--- src/rtl/wpp_pkg.sv ---
package wpp_pkg;
    typedef enum logic [1:0] {
        H_IDLE,
        H_RD_WAIT,
        H_RMW_WR
    } host_st_e;
endpackage

--- src/rtl/wpp_lane.sv ---
// Byte-lane steering: lane decode, write replication, merge and read select.
module wpp_lane #(
    parameter int WORD_W = 32,
    parameter int LANE_W = 8,
    localparam int LANES = WORD_W / LANE_W,
    localparam int LSEL_W = $clog2(LANES)
) (
    input  logic [LSEL_W-1:0] lane_sel,
    input  logic [LANE_W-1:0] wbyte,
    input  logic [WORD_W-1:0] rword,
    output logic [LANES-1:0]  be,
    output logic [WORD_W-1:0] wword,
    output logic [WORD_W-1:0] merged,
    output logic [LANE_W-1:0] rbyte
);
    for (genvar g = 0; g < LANES; g++) begin : g_lane
        assign be[g] = (lane_sel == LSEL_W'(g));
        assign wword[g*LANE_W +: LANE_W] = wbyte;
        assign merged[g*LANE_W +: LANE_W] = be[g] ? wbyte : rword[g*LANE_W +: LANE_W];
    end

    always_comb begin
        rbyte = '0;
        for (int i = 0; i < LANES; i++) begin
            if (be[i]) rbyte = rword[i*LANE_W +: LANE_W];
        end
    end
endmodule

--- src/rtl/wpp_disp.sv ---
// Display side: word buffer, pixel sequencer and prefetch slot.
module wpp_disp #(
    parameter int PIX_W = 8,
    parameter int PPW = 4,
    parameter int ADDR_W = 6,
    parameter int DISP_WORDS = 8,
    localparam int WORD_W = PIX_W * PPW,
    localparam int IDX_W = $clog2(PPW),
    localparam int LAST = PPW - 1,
    localparam int SLOT = PPW - 2
) (
    input  logic              clk,
    input  logic              rst_n,
    input  logic              disp_en,
    input  logic              fill_blk,
    input  logic [WORD_W-1:0] mem_rdata,
    output logic              fetch,
    output logic [ADDR_W-1:0] fetch_addr,
    output logic              slot_next,
    output logic              pix_valid,
    output logic [PIX_W-1:0]  pix_data
);
    typedef struct packed {
        logic              run;
        logic              pend;
        logic [IDX_W-1:0]  idx;
        logic [ADDR_W-1:0] ptr;
        logic [WORD_W-1:0] buff;
    } disp_s;

    disp_s s_d, s_q;
    logic [IDX_W-1:0] idx_inc;

    always_comb begin
        s_d = s_q;
        idx_inc = (s_q.idx == IDX_W'(LAST)) ? '0 : s_q.idx + 1'b1;
        fetch = disp_en && ((s_q.run && s_q.idx == IDX_W'(SLOT)) ||
                            (!s_q.run && !s_q.pend && !fill_blk));
        slot_next = disp_en && ((s_q.run && idx_inc == IDX_W'(SLOT)) ||
                                (!s_q.run && s_q.pend && SLOT == 0));
        if (!disp_en) begin
            s_d.run  = 1'b0;
            s_d.pend = 1'b0;
            s_d.idx  = '0;
            s_d.ptr  = '0;
        end else begin
            s_d.pend = fetch;
            if (fetch) begin
                s_d.ptr = (s_q.ptr == ADDR_W'(DISP_WORDS - 1)) ? '0 : s_q.ptr + 1'b1;
            end
            if (s_q.pend) s_d.buff = mem_rdata;
            if (s_q.run) begin
                s_d.idx = idx_inc;
            end else if (s_q.pend) begin
                s_d.run = 1'b1;
                s_d.idx = '0;
            end
        end
    end

    always_ff @(posedge clk) begin
        if (!rst_n) s_q <= '0;
        else        s_q <= s_d;
    end

    assign fetch_addr = s_q.ptr;
    assign pix_valid  = s_q.run;

    always_comb begin
        pix_data = '0;
        for (int i = 0; i < PPW; i++) begin
            if (s_q.idx == IDX_W'(i)) pix_data = s_q.buff[i*PIX_W +: PIX_W];
        end
    end
endmodule

--- src/rtl/wpp_host.sv ---
// Host side: byte access sequencer with byte-enable or read-merge-write writes.
module wpp_host #(
    parameter int WORD_W = 32,
    parameter int LANE_W = 8,
    parameter int ADDR_W = 6,
    parameter int USE_BE = 1,
    localparam int LANES = WORD_W / LANE_W,
    localparam int LSEL_W = $clog2(LANES),
    localparam int HA_W = ADDR_W + LSEL_W
) (
    input  logic              clk,
    input  logic              rst_n,
    input  logic              host_req,
    input  logic              host_we,
    input  logic [HA_W-1:0]   host_addr,
    input  logic [LANE_W-1:0] host_wdata,
    input  logic [WORD_W-1:0] mem_rdata,
    input  logic              disp_fetch,
    input  logic              disp_slot_next,
    output logic              host_ack,
    output logic [LANE_W-1:0] host_rdata,
    output logic              h_req,
    output logic              h_we,
    output logic [ADDR_W-1:0] h_addr,
    output logic [LANES-1:0]  h_be,
    output logic [WORD_W-1:0] h_wdata,
    output logic              rmw_wr
);
    import wpp_pkg::*;

    typedef struct packed {
        host_st_e          st;
        logic [ADDR_W-1:0] addr;
        logic [LSEL_W-1:0] lane;
        logic [LANE_W-1:0] wbyte;
    } host_s;

    host_s s_d, s_q;
    logic [LSEL_W-1:0] lane_sel;
    logic [LANE_W-1:0] wbyte;
    logic [LANES-1:0]  be;
    logic [WORD_W-1:0] wword, merged;

    assign lane_sel = (s_q.st == H_IDLE) ? host_addr[LSEL_W-1:0] : s_q.lane;
    assign wbyte    = (s_q.st == H_IDLE) ? host_wdata : s_q.wbyte;

    wpp_lane #(.WORD_W(WORD_W), .LANE_W(LANE_W)) u_lane (
        .lane_sel(lane_sel),
        .wbyte   (wbyte),
        .rword   (mem_rdata),
        .be      (be),
        .wword   (wword),
        .merged  (merged),
        .rbyte   (host_rdata)
    );

    always_comb begin
        s_d      = s_q;
        host_ack = 1'b0;
        h_req    = 1'b0;
        h_we     = 1'b0;
        h_addr   = host_addr[LSEL_W +: ADDR_W];
        h_be     = '0;
        h_wdata  = '0;
        case (s_q.st)
            H_IDLE: begin
                if (host_req && !disp_fetch) begin
                    s_d.addr  = host_addr[LSEL_W +: ADDR_W];
                    s_d.lane  = host_addr[LSEL_W-1:0];
                    s_d.wbyte = host_wdata;
                    if (!host_we) begin
                        h_req  = 1'b1;
                        s_d.st = H_RD_WAIT;
                    end else if (USE_BE != 0) begin
                        h_req    = 1'b1;
                        h_we     = 1'b1;
                        h_be     = be;
                        h_wdata  = wword;
                        host_ack = 1'b1;
                    end else if (!disp_slot_next) begin
                        h_req  = 1'b1;
                        s_d.st = H_RMW_WR;
                    end
                end
            end
            H_RD_WAIT: begin
                host_ack = 1'b1;
                s_d.st   = H_IDLE;
            end
            H_RMW_WR: begin
                h_req    = 1'b1;
                h_we     = 1'b1;
                h_be     = '1;
                h_addr   = s_q.addr;
                h_wdata  = merged;
                host_ack = 1'b1;
                s_d.st   = H_IDLE;
            end
            default: s_d.st = H_IDLE;
        endcase
    end

    always_ff @(posedge clk) begin
        if (!rst_n) begin
            s_q    <= '0;
            s_q.st <= H_IDLE;
        end else begin
            s_q <= s_d;
        end
    end

    assign rmw_wr = (s_q.st == H_RMW_WR);
endmodule

--- src/rtl/wide_pixel_port.sv ---
module wide_pixel_port #(
    parameter int PIX_W = 8,
    parameter int PIX_PER_WORD = 4,
    parameter int LANE_W = 8,
    parameter int ADDR_W = 6,
    parameter int DISP_WORDS = 8,
    parameter int USE_BYTE_EN = 1,
    localparam int WORD_W = PIX_W * PIX_PER_WORD,
    localparam int LANES = WORD_W / LANE_W,
    localparam int LSEL_W = $clog2(LANES),
    localparam int HA_W = ADDR_W + LSEL_W
) (
    input  logic              clk,
    input  logic              rst_n,
    input  logic              disp_en,
    output logic              pix_valid,
    output logic [PIX_W-1:0]  pix_data,
    input  logic              host_req,
    input  logic              host_we,
    input  logic [HA_W-1:0]   host_addr,
    input  logic [LANE_W-1:0] host_wdata,
    output logic              host_ack,
    output logic [LANE_W-1:0] host_rdata,
    output logic              mem_req,
    output logic              mem_we,
    output logic [ADDR_W-1:0] mem_addr,
    output logic [LANES-1:0]  mem_be,
    output logic [WORD_W-1:0] mem_wdata,
    input  logic [WORD_W-1:0] mem_rdata
);
    logic              d_fetch, d_slot_next, rmw_wr;
    logic [ADDR_W-1:0] d_addr;
    logic              h_req, h_we;
    logic [ADDR_W-1:0] h_addr;
    logic [LANES-1:0]  h_be;
    logic [WORD_W-1:0] h_wdata;

    wpp_disp #(
        .PIX_W(PIX_W), .PPW(PIX_PER_WORD), .ADDR_W(ADDR_W), .DISP_WORDS(DISP_WORDS)
    ) u_disp (
        .clk       (clk),
        .rst_n     (rst_n),
        .disp_en   (disp_en),
        .fill_blk  (rmw_wr),
        .mem_rdata (mem_rdata),
        .fetch     (d_fetch),
        .fetch_addr(d_addr),
        .slot_next (d_slot_next),
        .pix_valid (pix_valid),
        .pix_data  (pix_data)
    );

    wpp_host #(
        .WORD_W(WORD_W), .LANE_W(LANE_W), .ADDR_W(ADDR_W), .USE_BE(USE_BYTE_EN)
    ) u_host (
        .clk           (clk),
        .rst_n         (rst_n),
        .host_req      (host_req),
        .host_we       (host_we),
        .host_addr     (host_addr),
        .host_wdata    (host_wdata),
        .mem_rdata     (mem_rdata),
        .disp_fetch    (d_fetch),
        .disp_slot_next(d_slot_next),
        .host_ack      (host_ack),
        .host_rdata    (host_rdata),
        .h_req         (h_req),
        .h_we          (h_we),
        .h_addr        (h_addr),
        .h_be          (h_be),
        .h_wdata       (h_wdata),
        .rmw_wr        (rmw_wr)
    );

    // Display fetch owns the memory whenever it is due.
    always_comb begin
        mem_req   = d_fetch | h_req;
        mem_we    = d_fetch ? 1'b0 : h_we;
        mem_addr  = d_fetch ? d_addr : h_addr;
        mem_be    = d_fetch ? '0 : h_be;
        mem_wdata = d_fetch ? '0 : h_wdata;
    end
endmodule

--- config.mk ---
export PLATFORM = sky130hd
export DESIGN_NAME = wide_pixel_port
export DESIGN_NICKNAME = d
export VERILOG_FILES = /design/src/rtl/wpp_pkg.sv /design/src/rtl/wpp_lane.sv /design/src/rtl/wpp_disp.sv /design/src/rtl/wpp_host.sv /design/src/rtl/wide_pixel_port.sv
export SDC_FILE = /design/constraint.sdc
export NUM_CORES = 1
export LEC_CHECK = 0
export ABC_AREA = 0
export CORE_MARGIN = 4
export CORE_UTILIZATION = 55
export CTS_CLUSTER_DIAMETER = 100
export DETAILED_ROUTE_END_ITERATION = 16
export DONT_BUFFER_PORTS = 1
export PLACE_DENSITY = 0.7
export SETUP_SLACK_MARGIN = 0.5
export SLEW_MARGIN = 25
export SYNTH_ARGS = -nofsm -noshare
export SYNTH_HDL_FRONTEND = slang
export SYNTH_SLANG_ARGS = --single-unit
export TNS_END_PERCENT = 10
--- constraint.sdc ---
create_clock -name clk -period 5.4 [get_ports clk]
set_clock_uncertainty 0.2 [all_clocks]
set_input_delay 0.27 -clock clk [delete_from_list [all_inputs] [get_ports clk]]
set_output_delay 0.27 -clock clk [all_outputs]
set_load 0.005 [all_outputs]
==> metrics.md, run 1 <==
| Metric | Value |
|---|---|
| Post-CTS resize count | 0 |
| Worst-Margin Slew | approximately 650 ps |
| Critical Path AT | 2470 ps |
| PortBufs | 0 |
| Peak VDD IR | 0.000101 V |
| Die Span Y | 77.9 um |
| CP Cell Sequence | inv_1 -> ha_1 -> nand2b_4 -> and3_4 -> nor3_2 -> and2_1 |
| Synth cell types | 43 |
| Drt pass-1 iters | 4 |
| Fmax achieved | 340 MHz |
| CP max stage cell | nor3_2 |
| Fin crit share | a little over half |
| Post-route cell area | 3130 um2 |
| Status | complete, no violations |
| TNS Setup | 0 ps |
| Sequential cell area fraction in the yosys report | 33.5% |
| # fillers | 372 |
| CTS H-Tree Depth | 2 |
| CTS tree | built |
| Critical Path End | mem_wdata[25] |
| P per Cell Area | 218 nW/um2 |
| Die W | 77.9 um |
| Dpl ws | between 2000 and 3000 ps |
| Post-synth EDFFs | 0 |
| YS warnings | 0 |
| Residual DRC count | 0 |
| WL per Instance | 17.0 um |
| Post-CTS Hold Buffers | 54 |
| Largest net degree at the start of global routing | 33 |
| CP max FO | 17 |
| Num CTS Buffers | 5 |
| Global-route wire length before repair | between 10 and 15 mm |
| Mapped Area | 2690 um2 |
| Most frequent cells in the layout | nand2_1 (90), dlygate4sd3_1 (54), dfxtp_1 (45) |
| Multi-input logic area | 1490 um2 |
| Buf+Inv Stages, Crit Path | 1 |
| Core Rows | 25 |
| LEAKAGE | between 1 and 1.5 nW |
| Synth area leader | dfxtp_1 |
| Clock Sinks | 45 |
| Bufs on Longest Clock Path | 2 |
| Dpl hpwl | 4.18 mm |
| R2R depth | 7 |
| Clock transition at the registers of the reported paths | 80 ps |
| Area contributors post-synth | dfxtp_1 (34%), nand2_1 (13%), a21boi_0 (7.0%) |
| Total gr overflow | 0 |
| Post-CTS Repair Setup Buffers | 0 |
| Cell depth of the worst setup path | 6 |
| Largest stage delay on the critical path | 450 ps |
| Area Overhead vs Synth | 16.5% |
| Initial antenna violation count | 0 |
| Initial core utilization | 56.9% |
| Fin. Hold Viols | 0 |
| Sequential cell area | 901 um2 |
| Area fraction of the dominant cell type after synthesis | 33.5% |
| Post-route ant nets | 0 |
| Vias in the first global route | 2213 |
| Max transition margin | between 50% and 60% |
| WS Path Type | register to primary output |
| Most common cell after layout, fill and taps aside | nand2_1 |
| Area after DPL | 2480 um2 |
| Critical Path RT | 4930 ps |
| Final worst path period need | 2940 ps |
| Clock root buffer | clkbuf_8 |
| Total GRT Usage | 23.0% |
| Reg2reg setup slack | 2770 ps |
| Max Cap Viol | 0 |
| Tightest Hold Check Type | input port to register |
| Mean number of vias per cell | 5.61 |
| Ys async rst share | 0% |
| Final Slew Violations | 0 |
| # diodes | 0 |
| Core footprint | 4720 um2 |
| Top Ports | 115 |
| Crit. End Element | primary output |
| Critical R2R Launch | u_disp.s_q[38]$_SDFFE_PN0P_ |
| Routed vias | 2293 |
| Top delay family on crit path | simple AND/OR/NAND/NOR gates |
| Clk_lat worst skew | 300 ps |
| Startpoint types | register |
| Post-Route WL | 6.97 mm |
| Setup violators final | 0 |
| Share of layout cells above drive strength 1 | 9.65% |
| RSZ-0062 raised after global routing | false |
| Worst setup margin | ~2500 ps |
| 1st-iter DRT viols | 159 |
| Critical path startpoint | u_disp.s_q[38]$_SDFFE_PN0P_ |
| Mean Syn Cell Area | 8.32 um2 |
| Post-layout nets | 399 |
| R2r endpoint | u_host.s_q[8]$_SDFFE_PN0P_ |
| Die ar. | ~6100 um2 |
| Syn Nets | 381 |
| Dominant synthesized flop cell | dfxtp_1 |
| Seq cells post-synth | 45 |
| GPL Wtd Cong | roughly 0.8 |
| Cells after synthesis | 323 |
metal layers:
layer	track usage (%)	part of all wire, %
met1	31.0	43
met2	36.7	48
met3	5.92	7.0
met4	6.12	1.8
met5	0	0
area by class of cell:
| cell class | count | share of cell area [%] |
|---|---|---|
| Sequential cell | 45 | 28.8 |
| Clock inverter | 1 | 0.160 |
| Multi-Input combinational cell | 232 | 47.7 |
| Clock buffer | 7 | 3.08 |
| Timing Repair Buffer | 54 | 17.3 |
| Inverter | 3 | 0.360 |
| Tap cell | 67 | 2.68 |
kinds of logic after synthesis:
| family | share of synthesized area, % |
|---|---|
| buffers and inverters | 11.1 |
| adder cells (fa/ha/maj) | 2.33 |
| XOR/XNOR | 0.652 |
| AO/OA/AOI/OAI | 16.2 |
| flip-flops | 33.5 |
| AND/OR/NAND/NOR | 25.1 |
| multiplexers | 11.1 |
how the worst min path moves through the flow:
stage / from / endpoint / slack (ps) / depth (start not counted)
floorplan: host_we / u_host.s_q[16]$_SDFFE_PN0P_ / 150 / 1
global route: disp_en / u_disp.fetch_addr[5]$_SDFFE_PN0N_ / 30 / 2
finish: disp_en / u_disp.s_q[40]$_SDFF_PN0_ / 9 / 2
detailed placement: host_we / u_host.s_q[16]$_SDFFE_PN0P_ / 150 / 1
global placement: host_we / u_host.s_q[16]$_SDFFE_PN0P_ / 150 / 1
CTS: disp_en / u_disp.s_q[40]$_SDFF_PN0_ / 7 / 2
cells in the mapped netlist (2+ instances only):
master    count
nand2_1      91
inv_1         3
nor3_1        2
a21boi_1      7
nand2b_4      2
mux2i_1       2
a21oi_1      21
buf_4        25
buf_2         5
dfxtp_1      45
mux2_2        6
ha_1          5
nand3b_1      8
buf_6         2
clkbuf_1     10
xor2_1        2
a21boi_0     25
o21ai_0       9
nand4_1       2
mux4_2        6
and2_1        9
nand3_1       4
nor2_1       11
mux4_1        2
registers in the layout, summed over array words and instances (netlist names):
name               flops
u_host.s_q             3
u_disp.s_q            35
u_disp.fetch_addr      6
u_disp.pix_valid       1
where the power goes:
part | internal, mW | switching [mW] | total, mW
combinational | 0.0567 | 0.0480 | 0.105
clock | 0.116 | 0.114 | 0.230
sequential | 0.342 | 0.00768 | 0.349
total | 0.514 | 0.170 | 0.684
stage by stage:
stage	total power [mW]	hold WS (ps)	cells	utilization, %
2_1_floorplan	0.432	147	323	-
3_3_place_gp	0.429	149	347	52.6
3_5_place_dp	0.430	150	347	52.6
4_1_cts	0.687	6.51	409	66.2
5_1_grt	0.712	26.2	409	66.3
6_report	0.684	9.50	409	66.3
Power figures use the tool's default switching activity.
==> run 2: changes to the inputs <==
Settings changed: PLACE_DENSITY 0.7 to 0.73.
Clock period 5.4 ns to 2.35 ns, I/O delays scaled along.
==> metrics.md, run 2 (synthesized netlist as in run 1, its figures left out) <==
| Metric | Value |
|---|---|
| Status | complete, no violations |
| Comb pwr share | 16.4% (+1.1 points) |
| Clk_lat worst skew | 300 ps (about the same) |
| Most frequent cells in the layout | nand2_1 (91), dfxtp_1 (43), dlygate4sd3_1 (39) |
| P per Cell Area | 503 nW/um2 (+130%) |
| Peak VDD IR | 0.000252 V (+150%) |
| # diodes | 0 (unchanged) |
| Critical Path RT | 2030 ps (-2900 ps) |
| Post-route ant nets | 0 (unchanged) |
| Initial antenna violation count | 0 (unchanged) |
| Post-route cell area | 3150 um2 (+0.48%) |
| Die ar. | 6070 um2 (unchanged) |
| Dpl hpwl | 4.29 mm (+2.6%) |
| Clock share of power | 33.1% (-0.5 points) |
| Reg with most FFs | u_disp.s_q |
| Final Slew Violations | 0 (unchanged) |
| Core Rows | 25 (unchanged) |
| Max transition margin | 53.9% (-2.5 points) |
| Post-layout nets | 395 (-1.0%) |
| Drt pass-1 iters | 5 (+1) |
| Max reg flops | 35 (unchanged) |
| Vias in the first global route | 2280 (+3.0%) |
| CTS H-Tree Depth | 2 (unchanged) |
| Crit. End Element | primary output |
| Fin. Hold Viols | 0 (unchanged) |
| RSZ-0062 raised after global routing | true |
| Area Overhead vs Synth | 17.0% |
| Top Ports | 115 (unchanged) |
| CTS tree | built |
| Routed vias | 2234 (-2.6%) |
| Tightest Hold Check Type | input port to primary output |
| Sw frac | 24.8% (+0.041 points) |
| Clock Sinks | 45 (unchanged) |
| Most common cell after layout, fill and taps aside | nand2_1 |
| Mean number of vias per cell | 5.52 (-1.6%) |
| Internal | 1.19 mW (+130%) |
| WL per Instance | 17.0 um (-0.30%) |
| Top sig layer | met4 |
| GPL Wtd Cong | 0.861 (+5.4%) |
| Met3 WL post-DR | 471 um (-4.1%) |
| PortBufs | 0 (unchanged) |
| Residual DRC count | 0 (unchanged) |
| Die W | 77.9 um (unchanged) |
| DRT met1 WL | 2.91 mm (-3.9%) |
| Setup violators final | 0 (unchanged) |
| Fmax achieved | just under 500 MHz |
| CP max FO | 7 (-10) |
| Post-Route WL | 6.88 mm (-1.3%) |
| Startpoint types | register |
| Die Span Y | 77.9 um (unchanged) |
| Global-route wire length before repair | 11.1 mm (-0.81%) |
| 1st-iter DRT viols | 167 (+5.0%) |
| Clock root buffer | clkbuf_8 |
| Total GRT Usage | 23.1% (+0.075 points) |
| Bufs on Longest Clock Path | 2 (unchanged) |
| Met2 WL post-DR | 3.37 mm (+1.6%) |
| Area after DPL | 2550 um2 (+2.6%) |
| Total gr overflow | 0 (unchanged) |
| Largest net degree at the start of global routing | 37 (+12%) |
| TNS Setup | 0 ps (unchanged) |
| Share of layout cells above drive strength 1 | 17.8% (+8.1 points) |
| Clock transition at the registers of the reported paths | 90 ps (about the same) |
| Reg power frac | 50.6% (-0.5 points) |
| Fin crit share | between 80% and 90% |
| Critical Path AT | 1750 ps (-720 ps) |
| P_sw | 393 uW (+130%) |
| Final worst path period need | 2070 ps |
| Num CTS Buffers | 5 (unchanged) |
| Max Cap Viol | 0 (unchanged) |
| Initial core utilization | 56.9% (unchanged) |
| LEAKAGE | 1.11 nW (-2.9%) |
| Core footprint | 4720 um2 (unchanged) |
| WS Path Type | register to primary output |
| Tot Pwr | 1.58 mW (+130%) |
| Worst-Margin Slew | 692 ps (+39.6 ps) |
[run 2: final cells by class]
type,count,area (um2)
well taps,67,83.8
inverters,3,11.3
multi-input cells,232,1560
clock buffers,7,96.3
repair buffers,50,484
flip-flops and latches,45,908
fillers,383,1580
clock inverters,1,5.00
[run 2: metal layers]
metal  global-route usage [%]  up-vias
met1                     28.9     1043
met5                        0        -
met3                     5.10       14
met2                     38.7       76
li1                         -     1101
met4                     8.74        0
[run 2: timing repair]
| action | CTS | global route |
|---|---|---|
| hold buffers | 40 | 0 |
| gates cloned | 1 | 0 |
| setup buffers | 5 | 0 |
| endpoints found under the setup margin | 62 | 59 |
| gates resized for setup | 12 | 8 |
| hold endpoints to repair | 45 | 0 |
[run 2: power groups by stage]
stage	Combinational, mW	Sequential (mW)	Clock, mW
final	0.259	0.800	0.524
after global routing	0.282	0.803	0.560
after CTS	0.257	0.800	0.538
after detailed placement	0.177	0.820	0
after global placement	0.174	0.819	0
after floorplan	0.182	0.815	0
[run 2: path summary, 6_finish.rpt]
kind                            slack (ps)                        start                                 to  cells past startpoint
worst min register to register         260  u_disp.s_q[21]$_SDFFE_PN0P_        u_disp.s_q[21]$_SDFFE_PN0P_                      2
worst min-delay path                    60                 host_addr[1]                          mem_be[0]                      1
worst max register to register         620  u_disp.pix_valid$_SDFF_PN0_  u_disp.fetch_addr[5]$_SDFFE_PN0N_                      4
worst max-delay path                   280  u_disp.s_q[38]$_SDFFE_PN0P_                          mem_be[1]                      7
[run 2: critical path, stage by stage, from the launching register on]
cell      delay [ps]
dfxtp_4          360
inv_2             50
ha_4             160
nand2b_4         170
and3_4           190
nor3_4           150
buf_6            150
nor3b_4          210
[run 2: metrics by stage]
stage	util (%)	hold slack, ps	cells	worst slack, ps
after CTS	66.5	60.0	405	283
after floorplan	-	-5.76	323	502
after detailed placement	54.0	-1.84	351	362
final	66.6	60.8	405	278
after global placement	54.0	-4.30	351	387
after global routing	66.6	62.5	405	194
==> run 3: changes to the inputs <==
Settings changed: CORE_UTILIZATION 55 to 45, HOLD_SLACK_MARGIN set to 0.05, PLACE_DENSITY 0.73 to not set.
==> metrics.md, run 3 (synthesized netlist as in run 1, its figures left out) <==
| Metric | Value |
|---|---|
| Status | complete, no violations |
| Largest net degree at the start of global routing | 37 (unchanged) |
| Die W | 85.3 um (+9.5%) |
| Initial antenna violation count | 0 (unchanged) |
| Final worst path period need | 2030 ps (-44.2 ps) |
| R2r endpoint | u_disp.fetch_addr[5]$_SDFFE_PN0N_ |
| Fin crit share | 86.3% (-1.9 points) |
| Fin. Hold Viols | 0 (unchanged) |
| Total gr overflow | 0 (unchanged) |
| Fmax achieved | 493 MHz (+2.2%) |
| Critical Path AT | 1710 ps (-40 ps) |
| Clock root buffer | clkbuf_8 |
| Core footprint | 5640 um2 (+19%) |
| Crit. End Element | primary output |
| Sequential cell area | 910 um2 (+0.14%) |
| Num CTS Buffers | 5 (unchanged) |
| Worst-Margin Slew | 559 ps (-133 ps) |
| WS Path Type | register to primary output |
| Startpoint types | register |
| Most frequent cells in the layout | nand2_1 (91), dfxtp_1 (42), dlygate4sd3_1 (39) |
| Mean number of vias per cell | 5.51 (about the same) |
| CTS tree | built |
| CTS H-Tree Depth | 2 (unchanged) |
| Clk_lat worst skew | 290 ps (about the same) |
| Met2 WL post-DR | 3.43 mm (+1.7%) |
| Cell depth of the worst setup path | 7 (unchanged) |
| Critical R2R Launch | u_disp.s_q[38]$_SDFFE_PN0P_ |
| Worst setup margin | 323 ps (+44.2 ps) |
| GPL Wtd Cong | 0.749 (-13%) |
| Critical Path RT | 2030 ps (about the same) |
| R2R depth | 7 (+3) |
| Post-route ant nets | 0 (unchanged) |
| PortBufs | 0 (unchanged) |
| Critical Path End | mem_be[1] |
| Clock transition at the registers of the reported paths | 80 ps (about the same) |
| Max reg flops | 35 (unchanged) |
| Tightest Hold Check Type | input port to primary output |
| Initial core utilization | 47.6% (-9.3 points) |
| CP max FO | 7 (unchanged) |
| Clock Sinks | 45 (unchanged) |
| Share of layout cells above drive strength 1 | 17.7% (-0.052 points) |
| Top delay family on crit path | simple AND/OR/NAND/NOR gates |
| Most common cell after layout, fill and taps aside | nand2_1 |
| LEAKAGE | 1.09 nW (-0.95%) |
| Reg with most FFs | u_disp.s_q |
| Post-layout nets | 397 (+0.51%) |
| Reg2reg setup slack | 590 ps (-30 ps) |
| DRT met1 WL | 3.10 mm (+6.4%) |
| Buf+Inv Stages, Crit Path | 2 (unchanged) |
| Total GRT Usage | 18.9% (-4.2 points) |
| 1st-iter DRT viols | 121 (-28%) |
| Post-Route WL | 7.12 mm (+3.4%) |
| Core Rows | 27 (+8.0%) |
| Tot Pwr | 1.54 mW (-2.4%) |
| Die Span Y | 85.3 um (+9.5%) |
| Global-route wire length before repair | 11.1 mm (+0.13%) |
| Dpl hpwl | 4.53 mm (+5.6%) |
| Residual DRC count | 0 (unchanged) |
| Bufs on Longest Clock Path | 2 (unchanged) |
| TNS Setup | 0 ps (unchanged) |
| Max Cap Viol | 0 (unchanged) |
| P per Cell Area | 491 nW/um2 (-2.5%) |
| Setup violators final | 0 (unchanged) |
| Top sig layer | met4 |
| Met3 WL post-DR | 515 um (+9.3%) |
| CP Cell Sequence | inv_2 -> ha_4 -> nand2b_4 -> and3_4 -> nor3_4 -> buf_6 -> nor3b_4 |
| # diodes | 0 (unchanged) |
| Drt pass-1 iters | 4 (-1) |
| Multi-input logic area | 1550 um2 (-0.24%) |
| CP max stage cell | dfxtp_4 |
| Dpl ws | 365 ps (+3.70 ps) |
| Final Slew Violations | 0 (unchanged) |
| Peak VDD IR | 0.000274 V (+8.7%) |
| Largest stage delay on the critical path | 350 ps (about the same) |
| Die ar. | 7270 um2 (+20%) |
| Area Overhead vs Synth | 17.1% (about the same) |
| Routed vias | 2265 (+1.4%) |
| Max transition margin | 62.7% (+8.9 points) |
| Top Ports | 115 (unchanged) |
| WL per Instance | 17.3 um (+1.9%) |
| # fillers | 509 (+33%) |
| Vias in the first global route | 2169 (-4.9%) |
| RSZ-0062 raised after global routing | true |
| Critical path startpoint | u_disp.s_q[38]$_SDFFE_PN0P_ |
## run 3: layout make-up
class / instances / area share, %
well taps: 72 / 2.86
repair buffers: 52 / 15.8
flip-flops and latches: 45 / 28.9
clock buffers: 7 / 2.74
inverters: 3 / 0.358
multi-input cells: 232 / 49.3
## run 3: worst min-delay path by stage
stage / cells after the start / to / slack, ps / start
2_1_floorplan: 1 / u_host.s_q[16]$_SDFFE_PN0P_ / -6 / host_we
4_1_cts: 1 / mem_be[1] / 60 / host_addr[1]
5_1_grt: 1 / mem_be[1] / 60 / host_addr[1]
3_3_place_gp: 1 / u_host.s_q[16]$_SDFFE_PN0P_ / -5 / host_we
6_report: 1 / mem_be[1] / 60 / host_addr[1]
3_5_place_dp: 1 / u_host.s_q[16]$_SDFFE_PN0P_ / 0.1 / host_we
## run 3: repair_timing
item                       4_1_cts  5_1_grt
buffers inserted                 7        0
gates cloned                     1        0
hold endpoints to repair        45        0
pin swaps                        2        0
hold buffers                    40        0
gates resized for setup         15        7
setup endpoints to repair       62       62
## run 3: stage by stage
stage	cells	instance area [um2]	hold slack [ps]	util, %
final	411	3150	59.0	55.8
after floorplan	323	2720	-5.76	-
after detailed placement	356	2550	0.110	45.3
after global routing	411	3150	60.7	55.8
after global placement	356	2550	-4.61	45.3
after CTS	411	3130	59.5	55.5
## run 3: metal layers
layer | track usage (%) | vias up
met5 | 0 | -
met3 | 5.15 | 9
met2 | 30.1 | 66
li1 | - | 1100
met4 | 4.89 | 0
met1 | 25.3 | 1090
## run 3: power breakdown
part	internal, mW	switching (mW)
Clock	0.234	0.248
Combinational	0.142	0.120
Sequential	0.783	0.0166
